## src/rtl/rs_enc_systematic.sv

```systemverilog
module rs_enc_systematic #(
  parameter int          NPAR       = 32,
  parameter logic [8:0]  FIELD_POLY = 9'h11D
) (
  input  logic       clk,
  input  logic       rst_n,
  input  logic       in_valid,
  input  logic       in_sop,
  input  logic [7:0] in_data,
  output logic       out_valid,
  output logic [7:0] out_data,
  output logic       out_last
);
  localparam int         KMSG   = 255 - NPAR;
  localparam logic [7:0] LAST_D = 8'(KMSG - 1);
  localparam logic [7:0] LAST_P = 8'(NPAR - 1);

  // reduced operand a, selector bits b
  function automatic logic [7:0] gf_mul(input logic [7:0] a, input logic [7:0] b);
    logic [7:0] r;
    logic [7:0] acc;
    r   = a;
    acc = 8'h00;
    for (int t = 0; t < 8; t++) begin
      if (b[t]) acc = acc ^ r;
      r = {r[6:0], 1'b0} ^ (r[7] ? FIELD_POLY[7:0] : 8'h00);
    end
    return acc;
  endfunction

  function automatic logic [8*NPAR-1:0] gen_coefs();
    logic [7:0]        g [0:NPAR];
    logic [7:0]        root;
    logic [8*NPAR-1:0] flat;
    for (int i = 0; i <= NPAR; i++) g[i] = 8'h00;
    g[0] = 8'h01;
    root = 8'h01;
    for (int j = 0; j < NPAR; j++) begin
      for (int i = j + 1; i > 0; i--) g[i] = g[i-1] ^ gf_mul(g[i], root);
      g[0] = gf_mul(g[0], root);
      root = gf_mul(root, 8'h02);
    end
    for (int i = 0; i < NPAR; i++) flat[8*i +: 8] = g[i];
    return flat;
  endfunction

  localparam logic [8*NPAR-1:0] GCOEF = gen_coefs();

  typedef enum logic [1:0] {S_IDLE, S_DATA, S_PAR} state_t;

  state_t     st;
  logic [7:0] cnt;
  logic [7:0] par  [NPAR];
  logic [7:0] prod [NPAR];
  logic [7:0] fb;
  logic       accept;
  logic       par_zero;

  assign accept = in_valid && ((st == S_DATA) || (st == S_IDLE && in_sop));
  assign fb     = in_data ^ par[NPAR-1];

  for (genvar i = 0; i < NPAR; i++) begin : g_tap
    assign prod[i] = gf_mul(GCOEF[8*i +: 8], fb);
  end

  always_comb begin
    par_zero = 1'b1;
    for (int i = 0; i < NPAR; i++) if (par[i] != 8'h00) par_zero = 1'b0;
  end

  always_ff @(posedge clk or negedge rst_n) begin
    if (!rst_n) begin
      st        <= S_IDLE;
      cnt       <= 8'd0;
      out_valid <= 1'b0;
      out_last  <= 1'b0;
      out_data  <= 8'h00;
      for (int i = 0; i < NPAR; i++) par[i] <= 8'h00;
    end else begin
      out_valid <= 1'b0;
      out_last  <= 1'b0;
      if (st == S_PAR) begin
        out_valid <= 1'b1;
        out_data  <= par[NPAR-1];
        for (int i = NPAR - 1; i > 0; i--) par[i] <= par[i-1];
        par[0] <= 8'h00;
        if (cnt == LAST_P) begin
          out_last <= 1'b1;
          st       <= S_IDLE;
          cnt      <= 8'd0;
        end else begin
          cnt <= cnt + 8'd1;
        end
      end else if (accept) begin
        out_valid <= 1'b1;
        out_data  <= in_data;
        par[0]    <= prod[0];
        for (int i = NPAR - 1; i > 0; i--) par[i] <= par[i-1] ^ prod[i];
        if (cnt == LAST_D) begin
          st  <= S_PAR;
          cnt <= 8'd0;
        end else begin
          st  <= S_DATA;
          cnt <= cnt + 8'd1;
        end
      end
    end
  end

  assert_pass_R4: assert property (@(posedge clk) disable iff (!rst_n)
    accept |=> (out_valid && !out_last && out_data == $past(in_data)));

  assert_idle_quiet_R3: assert property (@(posedge clk) disable iff (!rst_n)
    (st == S_IDLE && !(in_valid && in_sop)) |=> !out_valid);

  assert_par_stream_R5: assert property (@(posedge clk) disable iff (!rst_n)
    (st == S_PAR) |=> out_valid);

  assert_last_valid_R6: assert property (@(posedge clk) disable iff (!rst_n)
    out_last |-> out_valid);

  assert_last_clear_R8: assert property (@(posedge clk) disable iff (!rst_n)
    out_last |-> (par_zero && st == S_IDLE));
endmodule

```

## config.mk

```make
export PLATFORM = sky130hd
export DESIGN_NAME = rs_enc_systematic
export DESIGN_NICKNAME = d
export VERILOG_FILES = /design/src/rtl/rs_enc_systematic.sv
export SDC_FILE = /design/constraint.sdc
export NUM_CORES = 1
export LEC_CHECK = 0
export ABC_AREA = 1
export BUFFER_PORTS_ARGS = -buffer_cell sky130_fd_sc_hd__buf_2
export CORE_MARGIN = 10
export CORE_UTILIZATION = 44
export CTS_CLUSTER_SIZE = 10
export DETAILED_ROUTE_END_ITERATION = 8
export GPL_TIMING_DRIVEN = 0
export HOLD_SLACK_MARGIN = 0.08
export PLACE_DENSITY = 0.67
export SLEW_MARGIN = 20
export SYNTH_ARGS = -nofsm -noshare
export SYNTH_HDL_FRONTEND = slang
export SYNTH_SLANG_ARGS = --single-unit
export TNS_END_PERCENT = 5
```

## constraint.sdc

```tcl
create_clock -name clk -period 4.3 [get_ports clk]
set_input_delay 0.86 -clock clk [delete_from_list [all_inputs] [get_ports clk]]
set_output_delay 0.86 -clock clk [all_outputs]
set_load 0.005 [all_outputs]
```

==> results of run 1 <==
-- cells by family (layout without fill, tap and decap cells) --
kind of cell               after synthesis  after routing  synth area share (%)
AOI/OAI and AO/OA                      291            291                  10.0
buffers and inverters                  209            283                  5.59
and+or+nand+nor                        936            936                  25.7
muxes                                    1              1                0.0732
adders and majority gates                2              2                 0.163
other                                    0              1                     0
xor gates and xnor gates               223            223                  13.5
DFF                                    276            276                  44.9
-- cells in the final DEF, fill, tap and decap left out, types with 11 or more instances in the layout --
| cell type | instances |
|---|---|
| dfrtp_1 | 276 |
| a31oi_1 | 11 |
| buf_2 | 57 |
| clkbuf_1 | 44 |
| nand2_1 | 656 |
| clkbuf_16 | 35 |
| nand3_1 | 172 |
| inv_1 | 111 |
| o21ai_0 | 189 |
| xnor2_1 | 37 |
| nor2_1 | 39 |
| nand4_1 | 11 |
| o21ai_1 | 39 |
| nand2_2 | 22 |
| a21oi_1 | 18 |
| o22ai_1 | 16 |
| xor2_1 | 174 |
-- cell type report --
type	instances	area (um^2)	share of cell area, %
antenna	1	2.50	0.0146
buffer	89	407	2.37
clock buffer	43	926	5.39
clock inverter	5	78.8	0.459
inverter	120	453	2.64
multi-input combinational	1453	7620	44.4
sequential	276	6910	40.2
tap	455	569	3.31
timing repair buffer	26	220	1.28
-- how the worst max path moves through the flow --
stage,endpoint,slack [ps],depth (start not counted)
floorplan,par[20],1920,13
global placement,par[89],-2830,1
detailed placement,par[243],390,10
CTS,par[243],850,9
global route,par[234],720,9
finish,par[221],670,7
-- cell usage after synthesis, types with 2 or more instances --
cell type | instances | share of area, %
nand2_1 | 656 | 16
or2_2 | 3 | 0.12
o22ai_1 | 16 | 0.65
nor2_1 | 40 | 0.98
o21bai_1 | 3 | 0.15
dfrtp_1 | 276 | 45
o21ai_2 | 3 | 0.17
a21oi_1 | 18 | 0.59
o21ai_1 | 40 | 1.3
o21ai_0 | 190 | 6.2
a22oi_1 | 2 | 0.098
inv_1 | 111 | 2.7
xnor2_2 | 4 | 0.42
o211ai_1 | 3 | 0.15
nand3_2 | 2 | 0.13
nor3_1 | 3 | 0.098
and2_1 | 2 | 0.081
buf_2 | 37 | 1.2
nand2_2 | 22 | 0.89
inv_2 | 7 | 0.17
xnor2_4 | 2 | 0.36
a21o_1 | 3 | 0.15
or2_1 | 4 | 0.16
xor2_1 | 174 | 9.9
nand4_1 | 11 | 0.45
clkbuf_1 | 38 | 0.93
nand3b_1 | 6 | 0.29
ha_1 | 2 | 0.16
xor2_2 | 5 | 0.53
nand2_4 | 5 | 0.37
buf_6 | 3 | 0.22
buf_1 | 10 | 0.24
nor2_2 | 2 | 0.081
a31oi_1 | 11 | 0.45
xnor2_1 | 37 | 2.1
or2_0 | 3 | 0.12
nand3_1 | 172 | 5.6
-- worst max-delay path, delay by kind of cell (launching register included) --
kind | cells | cell delay, ps
buffers and inverters | 3 | 1940
AND/OR/NAND/NOR | 4 | 1160
flip-flops | 1 | 450
-- metrics by stage --
step                TNS [ps]  util (%)  cells  hold WS [ps]
detailed placement         0      46.8   2419           468
CTS                        0      49.7   2467           198
global route               0      49.7   2467           221
floorplan                  0         -   1938           453
global placement     -773450      46.5   2414           463
finish                     0      49.8   2468           192
-- per-layer routing --
| metal | track usage [%] | up-vias | part of all wire [%] |
|---|---|---|---|
| met5 | 0 | - | 0.027 |
| met4 | 16.1 | 2 | 5.6 |
| met3 | 8.13 | 151 | 9.5 |
| met2 | 45.9 | 669 | 43 |
| met1 | 40.9 | 6739 | 42 |
| li1 | - | 6332 | - |
-- registers in the layout, summed over array words and instances (netlist names) --
register and count:
out_last 1, out_data 8, par 256, out_valid 1, cnt 8, st 2
==> metrics.csv, run 1 <==
stage,metric,value,unit
timing,unrepaired setup endpoints after global routing,false,
detailed_routing,via count,13900,
synth,Post-Syn Nets,1952,
timing,PnR worst setup slack,668,ps
place,GPL Wtd Cong,1.06,
critical_path,slowest CP cell,buf_1,
finish,Finished Cell Area,0.0172,mm^2
critical_path,critical path endpoint category,flip-flop,
synth,Synth Instances,1938,
finish,Layout Nets,2015,
die,Die Area,0.0428,mm^2
detailed_routing,drt drc,0,
critical_path,CP max FO,10,
synth,Mean Syn Cell Area,7.94,um^2
die,Die Wd,207,um
critical_path,"slowest stage delay, CP",960,ps
critical_path,Critical path origin,st[0],
synth,sequential area share after synthesis,44.9,%
global_routing,global route total overflow,0,
timing,# setup viols final,0,
cts,H-tree depth,2,
critical_path,RR Endpoint,par[221],
detailed_routing,Final Routed Wirelength,65900,um
timing,minimum clock period,3630,ps
finish,P&R area growth vs syn,11.7,%
finish,filler cell count,3426,
critical_path,"Req. time, crit path",4770,ps
cts,CTS tree,yes,
place,dpl hpwl,49700,um
critical_path,crit path cell chain,"nor2_4, clkinv_1, nand2_1, clkbuf_1, buf_1, nand3_1, nand2_1",
die,DIE HEIGHT,207,um
timing,Least-Margin Pin Slew,1220,ps
timing,Rel. slew slack,18.8,%
critical_path,type of origin of the critical path,flip-flop,
die,core area,0.0345,mm^2
global_routing,vias in the first global route,13000,
synth,"Distinct cells, synth",49,
cts,CTS Buf Count,35,
min_path,worst hold path class,in -> async,
die,Initial Util,44.5,%
detailed_routing,Initial DRC Count,1652,
critical_path,Setup CP Type,reg -> reg,
cts,Hold Buf Count CTS,0,
cts,CTS Sinks,276,
cts,Max Root-Sink Buffers,3,
synth,"Warnings, synthesis",0,
detailed_routing,WL/cell,26.7,um
cts,"CTS clk-pin slew, worst paths",60,ps
detailed_routing,Detailed Routing Iterations Pass 1,6,
detailed_routing,antenna-violating nets left,0,
timing,Worst Skew,23.1,ps
critical_path,launching point of the worst reg2reg path,st[0],
die,number of top-level pins,22,
synth,Mapped Area,0.0154,mm^2
timing,fin crit share,84.5,%
place,I/O Buffers,21,
timing,"Hold Violations, Final",0,
finish,share of cells above drive strength 1,8.60,%
detailed_routing,DR vias/cell,5.63,
cts,Clk Tree Root Cell,clkbuf_16,
synth,Most used DFF post-synth,dfrtp_1,
timing,Max Freq,275,MHz
global_routing,pin count of the biggest net entering global routing,96,
critical_path,reg2reg setup slack,670,ps
die,# rows,68,
critical_path,"most used cell, CP",nand2_1,
cts,# resized after CTS,0,
synth,fraction of registers with async set/reset,100,%
run,MaxCap Viol Count,0,
cts,worst-skew pair later-pin latency,550,ps
global_routing,initial antenna violation count,3,
place,Setup WS pre-CTS,389,ps
global_routing,Total Routing Usage GR,30.9,%
global_routing,first-pass GRT wire length,93300,um
timing,Slew Limit Fails,0,
synth,Post-synth EDFFs,0,
critical_path,CP arrival,4100,ps
synth,post-synthesis register bit count,276,
place,"Cell Area, Placed",0.0162,mm^2
outcome,status,"finished, final reports clean",
cts,Post-CTS Setup Bufs,0,
critical_path,reg2reg path depth,7,
Power of run 1 is left out: the tool's default activity adds up to more than one toggle a clock period on the data nets, which glitch-free logic cannot reach.
==> run 2, diff against run 1 <==
--- a/config.mk
+++ b/config.mk
@@ -13,7 +13,7 @@
 export DETAILED_ROUTE_END_ITERATION = 8
 export GPL_TIMING_DRIVEN = 0
 export HOLD_SLACK_MARGIN = 0.08
-export PLACE_DENSITY = 0.67
+export PLACE_DENSITY = 0.69
 export SLEW_MARGIN = 20
 export SYNTH_ARGS = -nofsm -noshare
 export SYNTH_HDL_FRONTEND = slang
==> constraint.sdc (replaced) <==
create_clock -name clk -period 2.95 [get_ports clk]
set_input_delay 0.59 -clock clk [delete_from_list [all_inputs] [get_ports clk]]
set_output_delay 0.59 -clock clk [all_outputs]
set_load 0.005 [all_outputs]
==> run 2 against run 1 <==
  * Clock skew increased by 3.0 ps
  * Register-to-register slack got worse by 650 ps
  * Critical path depth increased by 4
  * Largest cell class unchanged
  * Critical path type unchanged
  * Sequential share of layout area decreased by 0.34 points
  * Count of clock-buffer cells in the layout increased by 5
  * Via count increased by 1.4%
  * Worst hold slack got worse by 140 ps
  * Sequential cell count unchanged
  * Worst setup slack got worse by 650 ps
  * Cell area increased by 0.87%
==> metrics.csv, run 2 (same netlist as run 1, synthesis figures left out) <==
stage,metric,value,unit
finish,"most common cell after layout, fill and taps aside",nand2_1,
critical_path,CP max FO,10,
die,Die Area,0.0428,mm^2
detailed_routing,drt drc,0,
critical_path,crit path cell chain,"xor2_4, nand2_2, nand2_4, buf_6, nand2_1, nand2_1, nand2_1, nand2_1, o21ai_2, xor2_1, o21ai_1",
finish,"Most flops, register",par,
die,Die Wd,207,um
cts,Max Root-Sink Buffers,3,
finish,biggest regs,"par: 256 flops, cnt: 8 flops, out_data: 8 flops",
run,MaxCap Viol Count,0,
place,dpl hpwl,49700,um
global_routing,vias in the first global route,13300,
timing,Least-Margin Pin Slew,1000,ps
critical_path,CP arrival,3390,ps
cts,Post-CTS Setup Bufs,0,
critical_path,sum of buffers and inverters on the critical path,1,
detailed_routing,Detailed Routing Iterations Pass 1,7,
die,Initial Util,44.5,%
critical_path,slowest CP cell,dfrtp_1,
finish,share of cells above drive strength 1,10.2,%
global_routing,met2 GRT Util,46.8,%
die,number of top-level pins,22,
detailed_routing,via count,14100,
timing,WHS,56.5,ps
detailed_routing,DR vias/cell,5.71,
min_path,worst hold path class,in -> async,
die,# rows,68,
global_routing,first-pass GRT wire length,95600,um
global_routing,met1 usage,41.8,%
global_routing,most used routing layer,met2,
cts,H-tree depth,2,
critical_path,"Req. time, crit path",3410,ps
place,GPL Wtd Cong,1.05,
global_routing,GR Util met3,8.05,%
die,core area,0.0345,mm^2
timing,minimum clock period,2940,ps
cts,Clk Tree Root Cell,clkbuf_16,
global_routing,Total Routing Usage GR,31.6,%
timing,fin crit share,99.5,%
detailed_routing,antenna-violating nets left,0,
timing,Slew Limit Fails,0,
timing,"Hold Violations, Final",0,
timing,Worst Skew,26.1,ps
outcome,status,"finished, final reports clean",
die,DIE HEIGHT,207,um
finish,Layout Nets,2014,
cts,worst-skew pair later-pin latency,560,ps
timing,unrepaired setup endpoints after global routing,true,
finish,max reg flops,256,
timing,# setup viols final,0,
timing,Rel. slew slack,33.3,%
place,I/O Buffers,21,
critical_path,Top delay family on crit path,simple AND/OR/NAND/NOR gates,
cts,CTS Sinks,276,
global_routing,initial antenna violation count,2,
critical_path,Setup CP Type,reg -> reg,
detailed_routing,Initial DRC Count,1674,
finish,"commonest non-fill, non-tap cells in the layout","nand2_1 (650), dfrtp_1 (275), o21ai_0 (189)",
critical_path,critical path endpoint category,flip-flop,
finish,P&R area growth vs syn,12.7,%
detailed_routing,Final Routed Wirelength,67400,um
timing,Max Freq,341,MHz
cts,"CTS clk-pin slew, worst paths",50,ps
global_routing,pin count of the biggest net entering global routing,98,
cts,Hold Buf Count CTS,0,
critical_path,"slowest stage delay, CP",550,ps
detailed_routing,WL/cell,27.3,um
global_routing,global route total overflow,0,
critical_path,"most used cell, CP",nand2_1,
cts,CTS Buf Count,35,
cts,CTS tree,yes,
critical_path,type of origin of the critical path,flip-flop,
==> run 2: through the flow <==
| stage | utilization, % | cell area (um^2) | setup slack [ps] | std cells | TNS, ps |
|---|---|---|---|---|---|
| 2_1_floorplan | - | 15400 | 839 | 1938 | 0 |
| 3_3_place_gp | 46.5 | 16100 | -4000 | 2414 | -1179310 |
| 3_5_place_dp | 46.8 | 16200 | -691 | 2418 | -86530 |
| 4_1_cts | 50.0 | 17300 | -171 | 2469 | -467 |
| 5_1_grt | 50.2 | 17300 | -46.4 | 2469 | -82.5 |
| 6_report | 50.2 | 17300 | 14.9 | 2470 | 0 |
==> run 2: cell type report <==
cell class,count,area [um^2]
clock inverter,3,40.0
multi-input combinational,1453,7720
clock buffer,48,997
sequential,276,6910
fill,3381,17200
timing repair buffer,25,196
buffer,89,447
antenna,1,2.50
tap,455,569
inverter,120,457
==> run 2: path summary, 6_finish.rpt <==
path                              from     endpoint  slack (ps)  cells past startpoint
setup / recovery                par[3]     par[164]          10                     11
hold / removal                   rst_n       cnt[0]          60                      1
setup reg to reg                par[3]     par[164]          10                     11
hold reg to reg            out_data[5]  out_data[5]         490                      2
max in group asynchronous        rst_n     par[104]        1890                      2
min in group clk            in_data[7]  out_data[7]         320                      3
==> run 2: repair_timing <==
item | CTS | global route
setup endpoints to repair | 226 | 230
resized for setup | 24 | 23
endpoints found under the hold margin | 0 | 0
==> run 2: per-layer routing <==
metal / vias up / part of all wire, %
li1: 6349 / -
met1: 6904 / 42
met2: 674 / 43
met3: 163 / 9.5
met4: 4 / 5.8
met5: - / 0.034
Power of run 2 is left out for the same reason.
